File: src/rtl/intc_pkg.sv
package intc_pkg;
    localparam int NSRC      = 6;
    localparam int NEXT      = 2;
    localparam int NTMR      = 2;
    localparam int DW        = 8;
    localparam int VW        = 16;
    localparam int IDXW      = $clog2(NSRC);
    localparam int GLB_BIT   = 7;
    localparam int VEC_SHIFT = 3;
    localparam logic [VW-1:0] VEC_BASE = 16'h0003;

    localparam int SRC_SER  = 4;
    localparam int SRC_TMR2 = 5;

    localparam logic [1:0] SEL_EN   = 2'd0;
    localparam logic [1:0] SEL_PRIO = 2'd1;
    localparam logic [1:0] SEL_TYPE = 2'd2;

    typedef struct packed {
        logic [DW-1:0]   en;
        logic [NSRC-1:0] prio;
        logic [NEXT-1:0] etype;
        logic [NTMR-1:0] tflag;
        logic [1:0]      insvc;
    } ctl_t;

    typedef struct packed {
        logic s1;
        logic s2;
        logic flag;
    } ext_t;
endpackage

File: src/rtl/intc_ext_req.sv
module intc_ext_req
    import intc_pkg::*;
(
    input  logic clk,
    input  logic rst_n,
    input  logic pin_n,
    input  logic edge_mode,
    input  logic clr,
    output logic req
);
    ext_t st_d, st_q;

    always_comb begin
        st_d    = st_q;
        st_d.s1 = pin_n;
        st_d.s2 = st_q.s1;
        if (edge_mode && st_q.s2 && !st_q.s1)
            st_d.flag = 1'b1;
        else if (clr || !edge_mode)
            st_d.flag = 1'b0;
    end

    always_ff @(posedge clk or negedge rst_n) begin
        if (!rst_n) st_q <= '{s1: 1'b1, s2: 1'b1, flag: 1'b0};
        else        st_q <= st_d;
    end

    assign req = edge_mode ? st_q.flag : !st_q.s1;
endmodule

File: src/rtl/intc_arbiter.sv
module intc_arbiter
    import intc_pkg::*;
#(
    parameter int N  = NSRC,
    parameter int IW = $clog2(N)
) (
    input  logic [N-1:0]  pend,
    input  logic [N-1:0]  prio,
    input  logic [1:0]    insvc,
    output logic          valid,
    output logic [IW-1:0] idx,
    output logic          level
);
    logic [N-1:0] hi_pend, lo_pend, pick;

    always_comb begin
        hi_pend = pend & prio;
        lo_pend = pend & ~prio;
        level   = 1'b0;
        pick    = '0;
        if (!insvc[1] && |hi_pend) begin
            level = 1'b1;
            pick  = hi_pend;
        end else if (!insvc[1] && !insvc[0]) begin
            pick  = lo_pend;
        end
        valid = |pick;
        idx   = '0;
        for (int i = N - 1; i >= 0; i--) begin
            if (pick[i]) idx = IW'(i);
        end
    end
endmodule

File: src/rtl/intc_two_level.sv
module intc_two_level
    import intc_pkg::*;
(
    input  logic          clk,
    input  logic          rst_n,
    input  logic          reg_we,
    input  logic [1:0]    reg_sel,
    input  logic [DW-1:0] reg_wdata,
    output logic [DW-1:0] reg_rdata,
    input  logic [NEXT-1:0] ext_n,
    input  logic [NTMR-1:0] tmr_ovf,
    input  logic          ser_flag,
    input  logic          tmr2_flag,
    output logic          irq_valid,
    output logic [VW-1:0] irq_vector,
    output logic          irq_level,
    input  logic          irq_ack,
    input  logic          irq_reti,
    output logic [1:0]    in_service
);
    ctl_t st_d, st_q;

    logic [NSRC-1:0] req, pend;
    logic [IDXW-1:0] win;
    logic            take;

    assign take = irq_ack && irq_valid;

    generate
        for (genvar e = 0; e < NEXT; e++) begin : g_ext
            logic clr_e;
            assign clr_e = take && (win == IDXW'(2 * e));
            intc_ext_req i_ext (
                .clk       (clk),
                .rst_n     (rst_n),
                .pin_n     (ext_n[e]),
                .edge_mode (st_q.etype[e]),
                .clr       (clr_e),
                .req       (req[2 * e])
            );
        end
        for (genvar t = 0; t < NTMR; t++) begin : g_tmr
            assign req[2 * t + 1] = st_q.tflag[t];
        end
    endgenerate

    assign req[SRC_SER]  = ser_flag;
    assign req[SRC_TMR2] = tmr2_flag;
    assign pend = req & st_q.en[NSRC-1:0] & {NSRC{st_q.en[GLB_BIT]}};

    intc_arbiter #(.N(NSRC), .IW(IDXW)) i_arb (
        .pend  (pend),
        .prio  (st_q.prio),
        .insvc (st_q.insvc),
        .valid (irq_valid),
        .idx   (win),
        .level (irq_level)
    );

    assign irq_vector = VEC_BASE + (VW'(win) << VEC_SHIFT);
    assign in_service = st_q.insvc;

    always_comb begin
        st_d = st_q;
        if (reg_we) begin
            case (reg_sel)
                SEL_EN: begin
                    st_d.en = reg_wdata;
                    st_d.en[DW-2] = 1'b0;
                end
                SEL_PRIO: st_d.prio  = reg_wdata[NSRC-1:0];
                SEL_TYPE: st_d.etype = reg_wdata[NEXT-1:0];
                default:  ;
            endcase
        end
        for (int t = 0; t < NTMR; t++) begin
            if (tmr_ovf[t])
                st_d.tflag[t] = 1'b1;
            else if (take && win == IDXW'(2 * t + 1))
                st_d.tflag[t] = 1'b0;
        end
        if (irq_reti) begin
            if (st_q.insvc[1]) st_d.insvc[1] = 1'b0;
            else               st_d.insvc[0] = 1'b0;
        end
        if (take) st_d.insvc[irq_level] = 1'b1;
    end

    always_ff @(posedge clk or negedge rst_n) begin
        if (!rst_n) st_q <= '0;
        else        st_q <= st_d;
    end

    always_comb begin
        case (reg_sel)
            SEL_EN:   reg_rdata = st_q.en;
            SEL_PRIO: reg_rdata = DW'(st_q.prio);
            SEL_TYPE: reg_rdata = DW'(st_q.etype);
            default:  reg_rdata = '0;
        endcase
    end
endmodule

File: config.mk
export PLATFORM = sky130hd
export DESIGN_NAME = intc_two_level
export DESIGN_NICKNAME = d
export VERILOG_FILES = /design/src/rtl/intc_pkg.sv /design/src/rtl/intc_ext_req.sv /design/src/rtl/intc_arbiter.sv /design/src/rtl/intc_two_level.sv
export SDC_FILE = /design/constraint.sdc
export NUM_CORES = 1
export LEC_CHECK = 0
export ABC_AREA = 1
export ABC_CLOCK_PERIOD_IN_PS = 1800
export BUFFER_PORTS_ARGS = -buffer_cell sky130_fd_sc_hd__buf_4
export CAP_MARGIN = 15
export CORE_MARGIN = 5
export CORE_UTILIZATION = 42
export CTS_BUF_LIST = sky130_fd_sc_hd__clkbuf_16
export CTS_CLUSTER_SIZE = 20
export DETAILED_ROUTE_END_ITERATION = 8
export PLACE_DENSITY = 0.78
export SETUP_SLACK_MARGIN = 0.2
export SLEW_MARGIN = 0
export SYNTH_ARGS = -nofsm -noshare
export SYNTH_HDL_FRONTEND = slang
export SYNTH_SLANG_ARGS = --single-unit
File: constraint.sdc
create_clock -name clk -period 1.8 [get_ports clk]
set_input_delay 0.27 -clock clk [delete_from_list [all_inputs] [get_ports clk]]
set_output_delay 0.27 -clock clk [all_outputs]
set_load 0.01 [all_outputs]
==> results of run 1 <==
synthesized netlist by cell type, drive strengths merged:
| library cell | count | area (sq um) |
|---|---|---|
| a21o | 1 | 7.510 |
| a21oi | 1 | 5.000 |
| a22o | 3 | 26.28 |
| buf | 17 | 131.4 |
| clkbuf | 2 | 7.510 |
| conb | 2 | 7.510 |
| dfrtp | 21 | 525.5 |
| dfstp | 4 | 105.1 |
| inv | 34 | 130.1 |
| nand2 | 58 | 270.3 |
| nand3 | 17 | 100.1 |
| nand3b | 1 | 7.510 |
| nand4 | 5 | 31.28 |
| nor2 | 13 | 87.58 |
| nor3 | 4 | 20.02 |
| nor4 | 1 | 6.260 |
| o211ai | 1 | 7.510 |
| o21ai | 18 | 97.59 |
| o22ai | 2 | 12.51 |
| or2 | 1 | 6.260 |
state kept, by name, summed over array words and instances (netlist names):
name,flops
st_q,15
g_ext.i_ext.st_q,4
in_service,2
g_ext.i_ext.st_d,2
req,2
final cells by class:
cell class,instances,share of cell area
multi-input combinational,140,0.3672
sequential,25,0.2754
timing repair buffer,69,0.2388
inverter,34,0.05792
clock buffer,3,0.03279
tap,48,0.02623
clock inverter,1,0.001639
cell usage in the layout, fill, tap and decap left out, drive strengths merged, types with 2 or more instances in the layout:
| master | instances |
|---|---|
| a22o | 3 |
| buf | 68 |
| clkbuf | 3 |
| conb | 14 |
| dfrtp | 21 |
| dfstp | 4 |
| inv | 35 |
| nand2 | 58 |
| nand3 | 17 |
| nand4 | 5 |
| nor2 | 13 |
| nor3 | 4 |
| o21ai | 18 |
| o22ai | 2 |
power by group:
group / switching, mW / internal, mW / leakage (nW)
Clock: 0.190 / 0.297 / 0.0423
Combinational: 0.562 / 0.531 / 0.900
Sequential: 0.0678 / 0.650 / 0.299
Total: 0.820 / 1.48 / 1.24
metrics by stage:
stage          TNS (ns)  area (sq um)
6_report         -1.634          2290
3_3_place_gp    -0.1628          2034
5_1_grt          -2.536          2290
4_1_cts          -1.625          2218
2_1_floorplan         0          1663
3_5_place_dp    -0.2810          2034
how the worst max path moves through the flow:
stage	to	slack, ns	cells past startpoint
finish	irq_vector[5]	-0.36	11
global route	irq_vector[5]	-0.48	12
CTS	irq_vector[3]	-0.39	15
detailed placement	irq_vector[3]	-0.13	15
global placement	irq_vector[3]	-0.09	15
floorplan	irq_vector[5]	0.1	10
critical path, delay by kind of cell, from the launching register on:
kind	cells	cell delay, ns
buffers and inverters	3	0.34
DFF	1	0.40
and+or+nand+nor	8	0.90
what timing repair did:
item | in CTS | in global routing
buffers inserted | 7 | 1
hold buffers | 1 | 0
setup endpoints to repair | 11 | 11
pin swaps | 10 | 8
hold endpoints to repair | 21 | 0
gates resized for setup | 14 | 15
cell families (layout without fill, tap and decap cells):
| kind of cell | count (synthesis) | count (layout) | share of synthesized area |
|---|---|---|---|
| buffers and inverters | 53 | 107 | 0.1689 |
| other | 2 | 14 | 0.004715 |
| DFF | 25 | 25 | 0.3959 |
| and+or+nand+nor | 100 | 100 | 0.3323 |
| AOI/OAI and AO/OA | 26 | 26 | 0.09819 |
routing by layer:
| metal | global-route usage | wire length [um] |
|---|---|---|
| met1 | 0.1916 | 1607 |
| met2 | 0.2694 | 2010 |
| met3 | 0.03226 | 227 |
| met4 | 0.03340 | 12 |
| met5 | 0 | 0 |
==> impl_metrics.ini, run 1 <==
[critical_path]
start_kind = flip-flop
crit_path_end_kind = primary output
reg2reg_depth = 16
setup.worst_path.class = flip-flop to primary output
r2r_start = st_q[19]$_DFFE_PN0P_
startpoint = st_q[19]$_DFFE_PN0P_
worstPathArrival_ns = 1.89
critPathSlowestCell = dfrtp_1
crit_chain = buf_6 > nand4_1 > nand2_2 > nor2_4 > nand2_4 > nand2_8 > inv_4 > nand2_4 > nand2_8 > nor4_4 > buf_4
critPathMaxStageDelay_ns = 0.40
path_max_fanout = 6
worst-r2r-setup-slack_ns = -0.15
required_ns = 1.53
r2r-end = req[3]$_DFFE_PN0P_

[placed_design]
dp_slack_ns = -0.1275
dp.cells = 307
port_buffers = 33
dp_hpwl_mm = 2.872
gp_congestion = 0.8249

[logic_synthesis]
synth_warnings = 0
synth_cell_types = 30
syn_inst = 206
postSynthAreaPerCell_sq_um = 7.732
syn-cell-area_sq_um = 1593
ys_seq_elements = 25
yosysSeqAreaShare = 0.3959

[timing]
hold_ws_ns = 0.1187
fin_skew_ns = 0.006632
fin_crit_ns = 2.163
max_freq_mhz = 462.4
finalCritPeriodShare = 1.201
rsz0062_at_grt = true
setup_viol = 7
finalMaxSlewViolations = 0
final-hold-violation-count = 0
setup_ws_ns = -0.3627

[finish]
final_util = 0.6254
drive_gt1_frac = 0.4375
antenna_cells = 0
nFillCells = 311
regArea_sq_um = 630.6
area_growth_pct = 43.76
fin_cells = 320
multi_input_area_sq_um = 840.8
finalNetCount = 294

[min_path]
min_path_cells = 1
holdPathEnd = g_ext[0].i_ext.st_d[1]$_DFF_PN1_
min_path_type = primary input to flip-flop
min_from = ext_n[0]

[pwr]
ir_drop_v = 0.0003951
cellPowerDensity_nw_per_um2 = 1003
p_leak_nw = 1.241
p_total_mw = 2.297

[drt]
drt_iter0_markers = 50
first_pass_iters = 5
wl_per_cell_um = 12.05
viasPerCell = 4.622
vias = 1479
drt_wl_total_mm = 3.857
drcViolationCount = 0
postRouteAntennaNets = 0

[global_routing]
grt_max_degree = 26
grt_overflow = 0
antenna_found_initial = 0
grt_pass1_wl_mm = 6.375
grtUsageTotal = 0.1530
grt_pass1_vias = 1440

[clock_tree]
clkTransAtPathRegs_ns = 0.07
clk_path_buf_depth = 2
cts_tree = built
insertion_delay_ns = 0.26
cts_root_buf = clkbuf_16
clkSinkCount = 25
cts_max_level = 1
numCtsBuffers = 3

[job]
max-cap-violations = 0

[die]
dieArea_sq_um = 5124
io_pins = 49
core_area_sq_um = 3661
initial_utilization = 0.4351
num_rows = 22
fp.dieH_um = 71.58
fp.dieW_um = 71.58

[status]
outcome = finished, violations left
violations = negative setup slack
(Power assumes the default switching activity.)
==> run 2: changes to the inputs <==
BUFFER_PORTS_ARGS = -buffer_cell sky130_fd_sc_hd__buf_2   (was -buffer_cell sky130_fd_sc_hd__buf_4)
==> run 2 against run 1 <==
The flow finishes with violations (negative hold slack, negative setup slack). Count of clock-buffer cells in the layout unchanged. Routed wire length down 0.34%. Die area unchanged. Fmax down 1.5%. Global-route usage down 0.79 points.
==> impl_metrics.ini, run 2 (synthesis results as in run 1) <==
[status]
outcome = finished, violations left
violations = negative hold slack, negative setup slack

[placed_design]
dp.cells = 303
dp_hpwl_mm = 2.856
dp_slack_ns = -0.1803
place_area_sq_um = 1922
port_buffers = 33
gp_congestion = 0.8198

[die]
initial_utilization = 0.4351
fp.dieH_um = 71.58
num_rows = 22
io_pins = 49
core_area_sq_um = 3661
fp.dieW_um = 71.58
dieArea_sq_um = 5124

[critical_path]
setup.worst_path.class = flip-flop to primary output
crit_chain = buf_4 > nand2_2 > inv_2 > nand3_2 > nand2_2 > inv_2 > nand2_4 > nand2_4 > inv_4 > nand2_4 > nand2_8 > nor4_4 > buf_2
crit_path_end = irq_vector[5]
path_max_fanout = 5
critPathMaxStageDelay_ns = 0.43
critPathSlowestCell = dfrtp_2
path_delay_family = simple AND/OR/NAND/NOR gates
path_depth = 13
r2r_start = st_q[19]$_DFFE_PN0P_
startpoint = st_q[19]$_DFFE_PN0P_
r2r-end = req[3]$_DFFE_PN0P_
crit_path_end_kind = primary output
required_ns = 1.53
reg2reg_depth = 18
cp_num_buf_inv = 5
critical_path.most_common_cell = nand2_4
worstPathArrival_ns = 1.93
worst-r2r-setup-slack_ns = -0.15
start_kind = flip-flop

[pwr]
cellPowerDensity_nw_per_um2 = 1030
p_seq_frac = 0.324
p_sw_frac = 0.3637
pwr-share-clk = 0.228
p_total_mw = 2.207
p_int_mw = 1.404
p_leak_nw = 1.182
combinationalPowerShare = 0.447
ir_drop_v = 0.0004221
switchingPower_mw = 0.8026

[timing]
fin_crit_ns = 2.195
max_freq_mhz = 455.6
setup_tns_ns = -1.827
hold_ws_ns = -0.004189
final-hold-violation-count = 6
tightestPinTransition_ns = 0.5699
rsz0062_at_grt = true
relSlewSlack = 0.6201
fin_skew_ns = 0.005559
finalMaxSlewViolations = 0
finalCritPeriodShare = 1.219
setup_ws_ns = -0.3950
setup_viol = 7

[finish]
fin_area_sq_um = 2143
antenna_cells = 0
largest_register_ffs = 15
finalNetCount = 289
drive_gt1_frac = 0.4270
final_util = 0.5854
final_common_cell = nand2_1
final_cell_mix = nand2_1, buf_2, buf_4, inv_1, dfrtp_1
regMostFlops = st_q
fin_cells = 315
top_regs = st_q: 15 flops, g_ext.i_ext.st_q: 4 flops
area_growth_pct = 34.56

[drt]
first_pass_iters = 4
vias = 1471
viasPerCell = 4.670
drt_iter0_markers = 88
drt_wl_total_mm = 3.844
wl_per_cell_um = 12.20
drcViolationCount = 0
postRouteAntennaNets = 0

[clock_tree]
postCtsHoldBufs = 0
clk_path_buf_depth = 2
cts_root_buf = clkbuf_16
cts_tree = built
cts_max_level = 1
clkSinkCount = 25
clkTransAtPathRegs_ns = 0.07
numCtsBuffers = 3
insertion_delay_ns = 0.26

[global_routing]
grtUsageTotal = 0.1451
grt_max_degree = 26
antenna_found_initial = 0
grt_overflow = 0
grt_pass1_vias = 1432
grt_pass1_wl_mm = 6.009

[job]
max-cap-violations = 0

[min_path]
min_path_type = primary input to asynchronous set/reset pin
## run 2: cell count changes in the layout (fill, tap and decap cells not counted), moves of 2 or more
cell / delta
nand2_4: -2
buf_4: -34
buf_2: +30
nand2_1: +2
## run 2: repair_timing
item | in CTS | in global routing
pin swaps | 1 | 7
gates resized for setup | 8 | 15
hold endpoints to repair | 0 | 0
buffers inserted | 0 | 8
setup endpoints to repair | 11 | 11
## run 2: worst min-delay path by stage
stage	slack, ns	cells after the start	end
finish	-0.004	1	req[1]$_DFFE_PN0P_
global route	0.04	1	req[1]$_DFFE_PN0P_
CTS	0.02	1	req[1]$_DFFE_PN0P_
detailed placement	0.30	1	g_ext[0].i_ext.st_q[0]$_DFFE_PN0P_
global placement	0.29	1	req[1]$_DFFE_PN0P_
floorplan	-0.03	0	g_ext[0].i_ext.st_q[0]$_DFFE_PN0P_
## run 2: final cells by class
type | count | area, sq um
clock buffer | 3 | 75.07
clock inverter | 1 | 5.005
tap | 48 | 60.06
inverter | 34 | 130.1
fill | 333 | 1518
multi-input combinational | 140 | 809.5
sequential | 25 | 631.9
timing repair buffer | 64 | 431.7
## run 2: power by group through the flow
stage,registers (mW),clock network (mW),logic (mW)
after floorplan,0.719,0,0.563
after global placement,0.725,0,0.801
after detailed placement,0.727,0,0.823
after CTS,0.721,0.508,0.850
after global routing,0.728,0.530,1.08
final,0.715,0.504,0.988
## run 2: metal layers
| metal | track usage | wire length [um] | vias to the layer above |
|---|---|---|---|
| met4 | 0.04175 | 53 | 0 |
| met2 | 0.2582 | 1979 | 45 |
| met1 | 0.1733 | 1579 | 673 |
| met3 | 0.03366 | 232 | 7 |
| met5 | 0 | 0 | - |
| li1 | - | - | 746 |
